**config.mk**
```make
export PLATFORM = sky130hd
export DESIGN_NAME = ctr_acc_port
export DESIGN_NICKNAME = d
export VERILOG_FILES = /design/src/rtl/ctr_acc_pkg.sv /design/src/rtl/ctr_acc_decode.sv /design/src/rtl/ctr_acc_bank.sv /design/src/rtl/ctr_acc_port.sv
export SDC_FILE = /design/constraint.sdc
export NUM_CORES = 1
export LEC_CHECK = 0
export ABC_AREA = 0
export BUFFER_PORTS_ARGS = -buffer_cell sky130_fd_sc_hd__buf_2
export CORE_MARGIN = 4
export CORE_UTILIZATION = 40
export DETAILED_ROUTE_END_ITERATION = 6
export GPL_ROUTABILITY_DRIVEN = 0
export PLACE_DENSITY = 0.57
export RECOVER_POWER = 50
export SKIP_LAST_GASP = 1
export SLEW_MARGIN = 20
export SYNTH_ARGS = -nofsm -noshare
export SYNTH_HDL_FRONTEND = slang
export SYNTH_SLANG_ARGS = --single-unit
```
**constraint.sdc**
```tcl
create_clock -name clk -period 8.1 [get_ports clk]
set_input_delay 0.81 -clock clk [delete_from_list [all_inputs] [get_ports clk]]
set_output_delay 0.81 -clock clk [all_outputs]
set_load 0.1 [all_outputs]
```
**src/rtl/ctr_acc_pkg.sv**
```systemverilog
package ctr_acc_pkg;

    localparam int ACC_DW       = 64;
    localparam int SEL_FIX_BIT  = 30;
    localparam int SEL_FAST_BIT = 31;
    localparam int SEL_NUM_W    = 30;
    localparam int CAP_FULL_BIT = 13;

    typedef enum logic [2:0] {
        OP_GWR_LEG  = 3'd0,
        OP_GWR_FULL = 3'd1,
        OP_GRD_LEG  = 3'd2,
        OP_GRD_FULL = 3'd3,
        OP_FWR      = 3'd4,
        OP_FRD      = 3'd5,
        OP_IDX_RD   = 3'd6,
        OP_RSVD     = 3'd7
    } acc_op_e;

    typedef enum logic [1:0] {
        SRC_NONE = 2'd0,
        SRC_GEN  = 2'd1,
        SRC_FIX  = 2'd2
    } rd_src_e;

    typedef struct packed {
        logic                 err;
        logic                 gen_we;
        logic                 fix_we;
        logic [ACC_DW-1:0]    gen_wd;
        logic [ACC_DW-1:0]    fix_wd;
        rd_src_e              src;
        logic                 fast;
        logic [SEL_NUM_W-1:0] num;
    } acc_dec_t;

    function automatic logic [ACC_DW-1:0] width_mask(input int w);
        logic [ACC_DW-1:0] m;
        m = '0;
        for (int i = 0; i < ACC_DW; i++) begin
            if (i < w) m[i] = 1'b1;
        end
        return m;
    endfunction

    function automatic logic [ACC_DW-1:0] legacy_extend(input logic [ACC_DW-1:0] d);
        return {{(ACC_DW-32){d[31]}}, d[31:0]};
    endfunction

endpackage

```
**src/rtl/ctr_acc_decode.sv**
```systemverilog
module ctr_acc_decode
    import ctr_acc_pkg::*;
#(
    parameter int NUM_GEN = 4,
    parameter int NUM_FIX = 3,
    parameter int GEN_W   = 48,
    parameter int FIX_W   = 40,
    parameter int CAP_W   = 16
) (
    input  logic              valid,
    input  logic [2:0]        op,
    input  logic [31:0]       sel,
    input  logic [ACC_DW-1:0] wdata,
    input  logic [CAP_W-1:0]  caps,
    output acc_dec_t          dec
);
    localparam logic [ACC_DW-1:0]    GEN_MASK = width_mask(GEN_W);
    localparam logic [ACC_DW-1:0]    FIX_MASK = width_mask(FIX_W);
    localparam logic [SEL_NUM_W-1:0] GEN_LIM  = SEL_NUM_W'(NUM_GEN);
    localparam logic [SEL_NUM_W-1:0] FIX_LIM  = SEL_NUM_W'(NUM_FIX);

    acc_op_e              op_e;
    logic [SEL_NUM_W-1:0] num;
    logic                 gen_ok;
    logic                 fix_ok;
    logic                 cap_ok;
    logic                 wide;

    assign op_e   = acc_op_e'(op);
    assign num    = sel[SEL_NUM_W-1:0];
    assign gen_ok = num < GEN_LIM;
    assign fix_ok = num < FIX_LIM;
    assign cap_ok = caps[CAP_FULL_BIT];
    assign wide   = |(wdata & ~GEN_MASK);

    always_comb begin
        dec        = '0;
        dec.num    = num;
        dec.src    = SRC_NONE;
        dec.gen_wd = legacy_extend(wdata) & GEN_MASK;
        dec.fix_wd = wdata & FIX_MASK;
        if (valid) begin
            case (op_e)
                OP_GWR_LEG: begin
                    if (gen_ok) dec.gen_we = 1'b1;
                    else        dec.err    = 1'b1;
                end
                OP_GWR_FULL: begin
                    if (gen_ok && cap_ok && !wide) begin
                        dec.gen_we = 1'b1;
                        dec.gen_wd = wdata;
                    end else begin
                        dec.err = 1'b1;
                    end
                end
                OP_GRD_LEG: begin
                    if (gen_ok) dec.src = SRC_GEN;
                    else        dec.err = 1'b1;
                end
                OP_GRD_FULL: begin
                    if (gen_ok && cap_ok) dec.src = SRC_GEN;
                    else                  dec.err = 1'b1;
                end
                OP_FWR: begin
                    if (fix_ok) dec.fix_we = 1'b1;
                    else        dec.err    = 1'b1;
                end
                OP_FRD: begin
                    if (fix_ok) dec.src = SRC_FIX;
                    else        dec.err = 1'b1;
                end
                OP_IDX_RD: begin
                    dec.fast = sel[SEL_FAST_BIT];
                    if (sel[SEL_FIX_BIT]) begin
                        if (fix_ok) dec.src = SRC_FIX;
                        else        dec.err = 1'b1;
                    end else begin
                        if (gen_ok) dec.src = SRC_GEN;
                        else        dec.err = 1'b1;
                    end
                end
                default: dec.err = 1'b1;
            endcase
        end
    end
endmodule

```
**src/rtl/ctr_acc_bank.sv**
```systemverilog
module ctr_acc_bank
    import ctr_acc_pkg::*;
#(
    parameter int NUM = 4,
    parameter int W   = 48
) (
    input  logic                 clk,
    input  logic                 rst,
    input  logic                 we,
    input  logic [SEL_NUM_W-1:0] wsel,
    input  logic [ACC_DW-1:0]    wdata,
    input  logic [SEL_NUM_W-1:0] rsel,
    output logic [ACC_DW-1:0]    rdata
);
    logic [NUM-1:0][W-1:0] vals;

    for (genvar i = 0; i < NUM; i++) begin : g_entry
        logic [W-1:0] q;
        always_ff @(posedge clk) begin
            if (rst) begin
                q <= '0;
            end else if (we && (wsel == SEL_NUM_W'(i))) begin
                q <= wdata[W-1:0];
            end
        end
        assign vals[i] = q;
    end

    always_comb begin
        rdata = '0;
        for (int i = 0; i < NUM; i++) begin
            if (rsel == SEL_NUM_W'(i)) rdata = ACC_DW'(vals[i]);
        end
    end
endmodule

```
**src/rtl/ctr_acc_port.sv**
```systemverilog
module ctr_acc_port
    import ctr_acc_pkg::*;
#(
    parameter int NUM_GEN = 4,
    parameter int NUM_FIX = 3,
    parameter int GEN_W   = 48,
    parameter int FIX_W   = 40,
    parameter int CAP_W   = 16
) (
    input  logic              clk,
    input  logic              rst,
    input  logic              req_valid,
    input  logic [2:0]        req_op,
    input  logic [31:0]       req_sel,
    input  logic [63:0]       req_wdata,
    input  logic [CAP_W-1:0]  caps,
    output logic              rsp_valid,
    output logic              rsp_err,
    output logic [63:0]       rsp_rdata
);
    acc_dec_t          dec;
    logic [ACC_DW-1:0] gen_rd;
    logic [ACC_DW-1:0] fix_rd;
    logic [ACC_DW-1:0] rd_next;
    logic              gen_we;
    logic              fix_we;

    ctr_acc_decode #(
        .NUM_GEN(NUM_GEN), .NUM_FIX(NUM_FIX),
        .GEN_W(GEN_W), .FIX_W(FIX_W), .CAP_W(CAP_W)
    ) u_decode (
        .valid (req_valid),
        .op    (req_op),
        .sel   (req_sel),
        .wdata (req_wdata),
        .caps  (caps),
        .dec   (dec)
    );

    assign gen_we = dec.gen_we;
    assign fix_we = dec.fix_we;

    ctr_acc_bank #(.NUM(NUM_GEN), .W(GEN_W)) u_gen_bank (
        .clk   (clk),
        .rst   (rst),
        .we    (gen_we),
        .wsel  (dec.num),
        .wdata (dec.gen_wd),
        .rsel  (dec.num),
        .rdata (gen_rd)
    );

    ctr_acc_bank #(.NUM(NUM_FIX), .W(FIX_W)) u_fix_bank (
        .clk   (clk),
        .rst   (rst),
        .we    (fix_we),
        .wsel  (dec.num),
        .wdata (dec.fix_wd),
        .rsel  (dec.num),
        .rdata (fix_rd)
    );

    always_comb begin
        case (dec.src)
            SRC_GEN: rd_next = gen_rd;
            SRC_FIX: rd_next = fix_rd;
            default: rd_next = '0;
        endcase
        if (dec.fast) rd_next = {32'b0, rd_next[31:0]};
    end

    always_ff @(posedge clk) begin
        if (rst) begin
            rsp_valid <= 1'b0;
            rsp_err   <= 1'b0;
            rsp_rdata <= '0;
        end else begin
            rsp_valid <= req_valid;
            rsp_err   <= dec.err;
            rsp_rdata <= rd_next;
        end
    end
endmodule

```
=== Yosys cells after proc, flatten, opt, wreduce, memory -nomap -nowiden ===
Index checks and enable logic that the tools add are counted.

* Order comparisons: 2
* Equal/unequal tests: 11
* Muxes and demuxes: 29
* Bitwise logic cells: 1
* Reductions and logical operators: 17

{| class="wikitable"
|+ Operators by type and width
! cell !! number
|-
| $mux 48 || 4
|-
| $mux 64 || 2
|-
| $pmux 64 s2 || 1
|-
| $mux 40 || 3
|-
| $mux 66 || 1
|-
| $eq 30x2->1 const B || 2
|-
| $eq 30x1->1 const B || 1
|-
| $logic_not 30->1 || 1
|-
| $lt 30x2->1 const B || 1
|-
| $lt 30x3->1 const B || 1
|-
| $reduce_or 16->1 || 1
|-
| $mux 1 || 12
|-
| $eq 3x3->1 const B || 3
|-
| $logic_and 1x1->1 || 9
|-
| $pmux 2 s4 || 1
|-
| $reduce_or 2->1 || 4
|-
| $eq 3x2->1 const B || 2
|-
| $pmux 1 s5 || 1
|-
| $mux 2 || 2
|-
| $eq 3x1->1 const B || 1
|-
| $logic_not 3->1 || 1
|-
| $mux 3 || 1
|-
| $eq 2x1->1 const B || 1
|-
| $eq 2x2->1 const B || 1
|-
| other kinds (3) || 3
|}

* Register bits: 378
* Input port bits: 118
* Output and inout bits: 66
* Word-level logic and storage cells: 71

=== Logic depth before layout (Yosys ltp) ===
* Depth in word-level cells: 7
* Gate-level depth with buffers: 13
* Mapped depth without buffers: 9

=== By module ===
A second synthesis with hierarchy kept.

* Cell total of the unflattened synthesis: 1920
* Area, all modules: 19321.0 µm²

{| class="wikitable"
|+ By module, submodules not included
! module !! times used !! cells an instance !! area each (µm²) !! seq. area each (µm²)
|-
| ctr_acc_bank at u_gen_bank || 1 || 829 || 9277.6 || 3843.7
|-
| ctr_acc_bank at u_fix_bank || 1 || 659 || 6168.4 || 2402.3
|-
| ctr_acc_port || 1 || 224 || 2218.4 || 1321.3
|-
| ctr_acc_decode || 1 || 208 || 1656.6 || 0.0
|}

=== Least setup slack after synthesis ===
No wires, ideal clock.

* Path type: input to register
* Start: input req_sel[3]
* End: register rsp_rdata[40]
* Library setup time: 79 ps
* Arrival time: 3983 ps
* Data required time: 8021 ps
* Setup slack: 4037 ps
* Cell stages on the path: 10
* Buffers on the path: 2
* Path through: or4_1 > or3_1 > buf_6 > nor2_1 > clkbuf_1 > o2111ai_1 > ha_1 > a311oi_1 > nand3_1 > nor3_1

* Word-level cells in the longest chain between the ends: 7
* Elaborated cells between the ends (all ways): 20
* Classes of those cells: 2 x order compare; 5 x eq/ne; 11 x mux; 2 x reduce/logical

{| class="wikitable"
|+ RTL lines
! what !! RTL line !! RTL
|-
| from (decl) || ctr_acc_port.sv:14 || <nowiki>input logic [31:0] req_sel,</nowiki>
|-
| $lt 30x3->1 / $lt 30x2->1 (equally long branches) || ctr_acc_decode.sv:31, ctr_acc_decode.sv:32 ||
|-
| $mux 1, or another cell as far along || ctr_acc_decode.sv:57, ctr_acc_decode.sv:78 ||
|-
| $mux 2 / $mux 1 (equally long branches) || ctr_acc_decode.sv:74, ctr_acc_decode.sv:61 ||
|-
| $pmux 2 s4 || ctr_acc_decode.sv:43 || <nowiki>case (op_e)</nowiki>
|-
| $mux 3 || ctr_acc_decode.sv:42 || <nowiki>if (valid) begin</nowiki>
|-
| $eq 2x2->1 / $eq 2x1->1 (equally long branches) || ctr_acc_port.sv:64 || <nowiki>case (dec.src)</nowiki>
|-
| $pmux 64 s2 (*) || ctr_acc_port.sv:64 ||
|-
| to (signal assigned) || ctr_acc_port.sv:80 || <nowiki>rsp_rdata <= rd_next;</nowiki>
|-
| to (decl) || ctr_acc_port.sv:19 || <nowiki>output logic [63:0] rsp_rdata</nowiki>
|}

Every way passes the cells marked *; elsewhere a longest branch is shown, timed or not.
A chain may end at the register's enable or synchronous reset.

=== Final worst setup path ===
* Start: input req_sel[0]
* End: register u_gen_bank.g_entry[1].q[46]

* Word-level cells in the longest chain between the ends: 7
* Elaborated cells between the ends (all ways): 11
* Classes of those cells: 1 x order compare; 1 x eq/ne; 6 x mux; 3 x reduce/logical

{| class="wikitable"
|+ RTL lines
! what !! RTL line !! RTL
|-
| $lt 30x3->1 || ctr_acc_decode.sv:31 || <nowiki>assign gen_ok = num < GEN_LIM;</nowiki>
|-
| $logic_and 1x1->1 (2 in series) || ctr_acc_decode.sv:49 || <nowiki>if (gen_ok && cap_ok && !wide) begin</nowiki>
|-
| $mux 1 || ctr_acc_decode.sv:49 ||
|-
| $pmux 1 s2 || ctr_acc_decode.sv:43 ||
|-
| $mux 66 || ctr_acc_decode.sv:42 ||
|-
| $logic_and 1x1->1 || ctr_acc_bank.sv:22 || <nowiki>end else if (we && (wsel == SEL_NUM_W'(i))) begin</nowiki>
|-
| to (signal assigned) || ctr_acc_bank.sv:23 || <nowiki>q <= wdata[W-1:0];</nowiki>
|-
| to (decl) || ctr_acc_bank.sv:18 || <nowiki>logic [W-1:0] q;</nowiki>
|}

Parallel ways exist; a longest one is shown, timed or not.

==> flow_summary.yaml <==
final_layout:
  fillers: 3697
  nets: 1883
  layout-drive-gt1-share_pct: 14.3
  area_growth_syn_to_layout_pct: 14.5
routing:
  viasPerCell: 5.74
  drcViolationCount: 0
  drt.antenna.violating_nets: 0
  drtIter0Drc: 954
  first_pass_iters: 5
  vias: 13226
  drt-total-wl_um: 47300
  wl_per_cell_um: 20.5
cts:
  cts.clk_slew.worst_paths_ns: 0.06
  numCtsBuffers: 41
  cts_setup_buffers: 0
  postCtsHoldBufs: 0
  clk_latency_ns: 0.55
  cts_resized: 0
  cts.sinks: 362
  cts_root_buf: "clkbuf_16"
  htreeDepth: 2
  clock_path_buffers: 3
  tritoncts: "built"
min_path:
  hold_path_class: "reg -> reg"
  holdCritStartpoint: "u_gen_bank.g_entry[1].q[12]"
synthesis:
  yosys.area_share.simple_pct: 13.2
  synth_mux_area_share_pct: 15.2
  synth_compound_area_share_pct: 19.4
  yosysSeqAreaShare_pct: 46.8
  ys_async_sr_fraction_pct: 0
  synth.distinct_cells: 40
  avgSynthCellArea_um2: 9.05
  synth.cell_area_um2: 15500
  synth_top_family_by_area: "compound AO/OA/AOI/OAI gates"
  synth_edf_count: 0
  synthCells: 1711
  synthXorXnorAreaFrac_pct: 0
  synth.area.top_cells: "dfxtp_1 (47%), mux2i_1 (8.8%), a21oi_1 (6.2%)"
  yosys_warnings: 0
  synth_adder_area_share_pct: 0.162
  ys.flop_type: "dfxtp_1"
  yosys.area.top_type_share_pct: 46.8
  yosysTopAreaCell: "dfxtp_1"
  ys_ff_latch: 362
setup_path:
  start_kind: "input port"
  critical_path.max_fanout: 44
  startpoint: "req_sel[0]"
  critical_path.endpoint_type: "register"
  critical_path_class: "in -> reg"
  cp_data_required_time_ns: 8.56
  r2r-start: "u_gen_bank.g_entry[3].q[38]"
  arrival_ns: 6.26
sta:
  fin_skew_ns: 0.0114
  period_needed_ns: 5.81
  drv_slew: 63
  timing.fmax_ghz: 0.172
  hold_viol: 0
  fin_crit_sh_pct: 71.7
  worst_slack_ns: 2.29
  tns_ns: 0
  slew_headroom_pct: -100
  finalSetupViolations: 0
  worst_slew_pin_slew_ns: 3.00
  rsz0062_at_grt: "no"
placed_design:
  hpwlAfterDp_um: 25300
  portBuffers: 152
  pre_cts_slack_ns: 3.38
floorplan:
  fp.dieH_um: 205
  num_io_pins: 184
  start_util_pct: 40.8
  row_count: 71
  die_w_um: 205
  coreArea_um2: 37900
  fp.dieArea_um2: 41900
grt:
  grt_pass1_wl_um: 74400
  grt_max_degree: 120
  grt_pass1_vias: 13073
  antenna_found_initial: 4
  gr-usage-all-layers_pct: 22.0
  overflow: 0
status:
  violations: "capacitance limit, slew limit"
  outcome: "finished with violations"
pwr:
  power_leakage_uw: 0.00632
  ir_drop_uv: 124
  power.density_nw_per_um2: 216
run:
  cap_violations: 2
-- kinds of logic after synthesis --
kind of cell | after synthesis
AOI/OAI and AO/OA | 521
adders and majority gates | 2
buffers and inverters | 192
DFF | 362
muxes | 184
other | 1
and+or+nand+nor | 449
-- report_power, final --
group          total (µW)  internal [µW]  switching [µW]
sequential           1780           1780           0.109
combinational         191           43.1             148
clock                1850           1120             731
total                3830           2950             880
-- metrics by stage --
step / area (µm²) / hold slack, ns / total power [µW] / std cells / utilization, %
final: 17700 / 0.470 / 3830 / 2304 / 46.7
after global routing: 17700 / 0.484 / 3960 / 2304 / 46.7
after CTS: 17800 / 0.470 / 3870 / 2301 / 47.0
after detailed placement: 16500 / 0.462 / 2010 / 2231 / 43.4
after global placement: 16500 / 0.454 / 2010 / 2231 / 43.4
after floorplan: 15500 / 0.446 / 1940 / 1726 / -
-- cell usage after synthesis (8+ instances only) --
cell,n
dfxtp_1,362
a21oi_1,193
nor2_1,177
nand3_1,176
o21ai_0,170
clkbuf_1,140
mux2i_1,136
a211oi_1,64
nand2_1,47
a21boi_0,40
mux4_2,40
o211ai_1,40
buf_2,16
buf_4,16
buf_1,15
nor3_1,15
nor4_1,9
o22ai_1,9
mux2_2,8
-- registers in the layout, summed over array words and instances, names as in the netlist --
| name | cells |
|---|---|
| u_gen_bank.g_entry.q | 192 |
| u_fix_bank.g_entry.q | 120 |
| rsp_rdata | 48 |
| rsp_err | 1 |
| rsp_valid | 1 |
-- area by class of cell --
cell class | count | area [µm²] | area share [%]
sequential | 362 | 7250 | 40.9
inverter | 3 | 11.3 | 0.0635
multi-input combinational | 1172 | 7530 | 42.5
antenna | 3 | 7.51 | 0.0423
clock inverter | 6 | 58.8 | 0.332
timing repair buffer | 183 | 942 | 5.31
tap | 511 | 639 | 3.61
clock buffer | 64 | 1290 | 7.30
-- layout by cell type (no fill, tap or decap), types with 2 or more instances in the layout --
cell type	count
a211oi_1	64
a21boi_0	40
a21oi_1	193
a311oi_1	2
and2_1	2
buf_2	99
buf_4	32
clkbuf_1	58
clkbuf_16	43
clkbuf_8	14
clkinv_2	4
conb_1	16
dfxtp_1	362
diode_2	3
inv_1	3
mux2_2	8
mux2i_1	136
mux4_2	40
nand2_1	47
nand2b_1	3
nand3_1	175
nand4_1	3
nor2_1	176
nor2b_1	3
nor3_1	12
nor3_2	3
nor4_1	9
o211ai_1	40
o21ai_0	170
o22ai_1	8
or3_1	3
or4_1	3
-- critical path, stage by stage --
cell	delay, ns
clkbuf_1	2.08
nand2b_1	1.13
nor3_2	1.14
buf_4	0.64
a21oi_1	0.15
a211oi_1	0.24
-- path summary, 6_finish.rpt --
check	slack (ns)	depth (start not counted)	end
setup / recovery	2.29	6	u_gen_bank.g_entry[1].q[46]
hold / removal	0.47	2	u_gen_bank.g_entry[1].q[12]
setup reg to reg	6.91	3	rsp_rdata[38]
hold reg to reg	0.47	2	u_gen_bank.g_entry[1].q[12]
-- layer usage --
metal / GRT usage [%] / share of wire, % / up-vias / routed length [µm]
met3: 3.70 / 5.7 / 65 / 2670
met1: 28.8 / 43 / 6509 / 20500
met5: 0 / 0.042 / - / 20
li1: - / - / 6240 / -
met2: 37.4 / 49 / 410 / 23200
met4: 6.82 / 2.0 / 2 / 927
(Power assumes the default switching activity.)
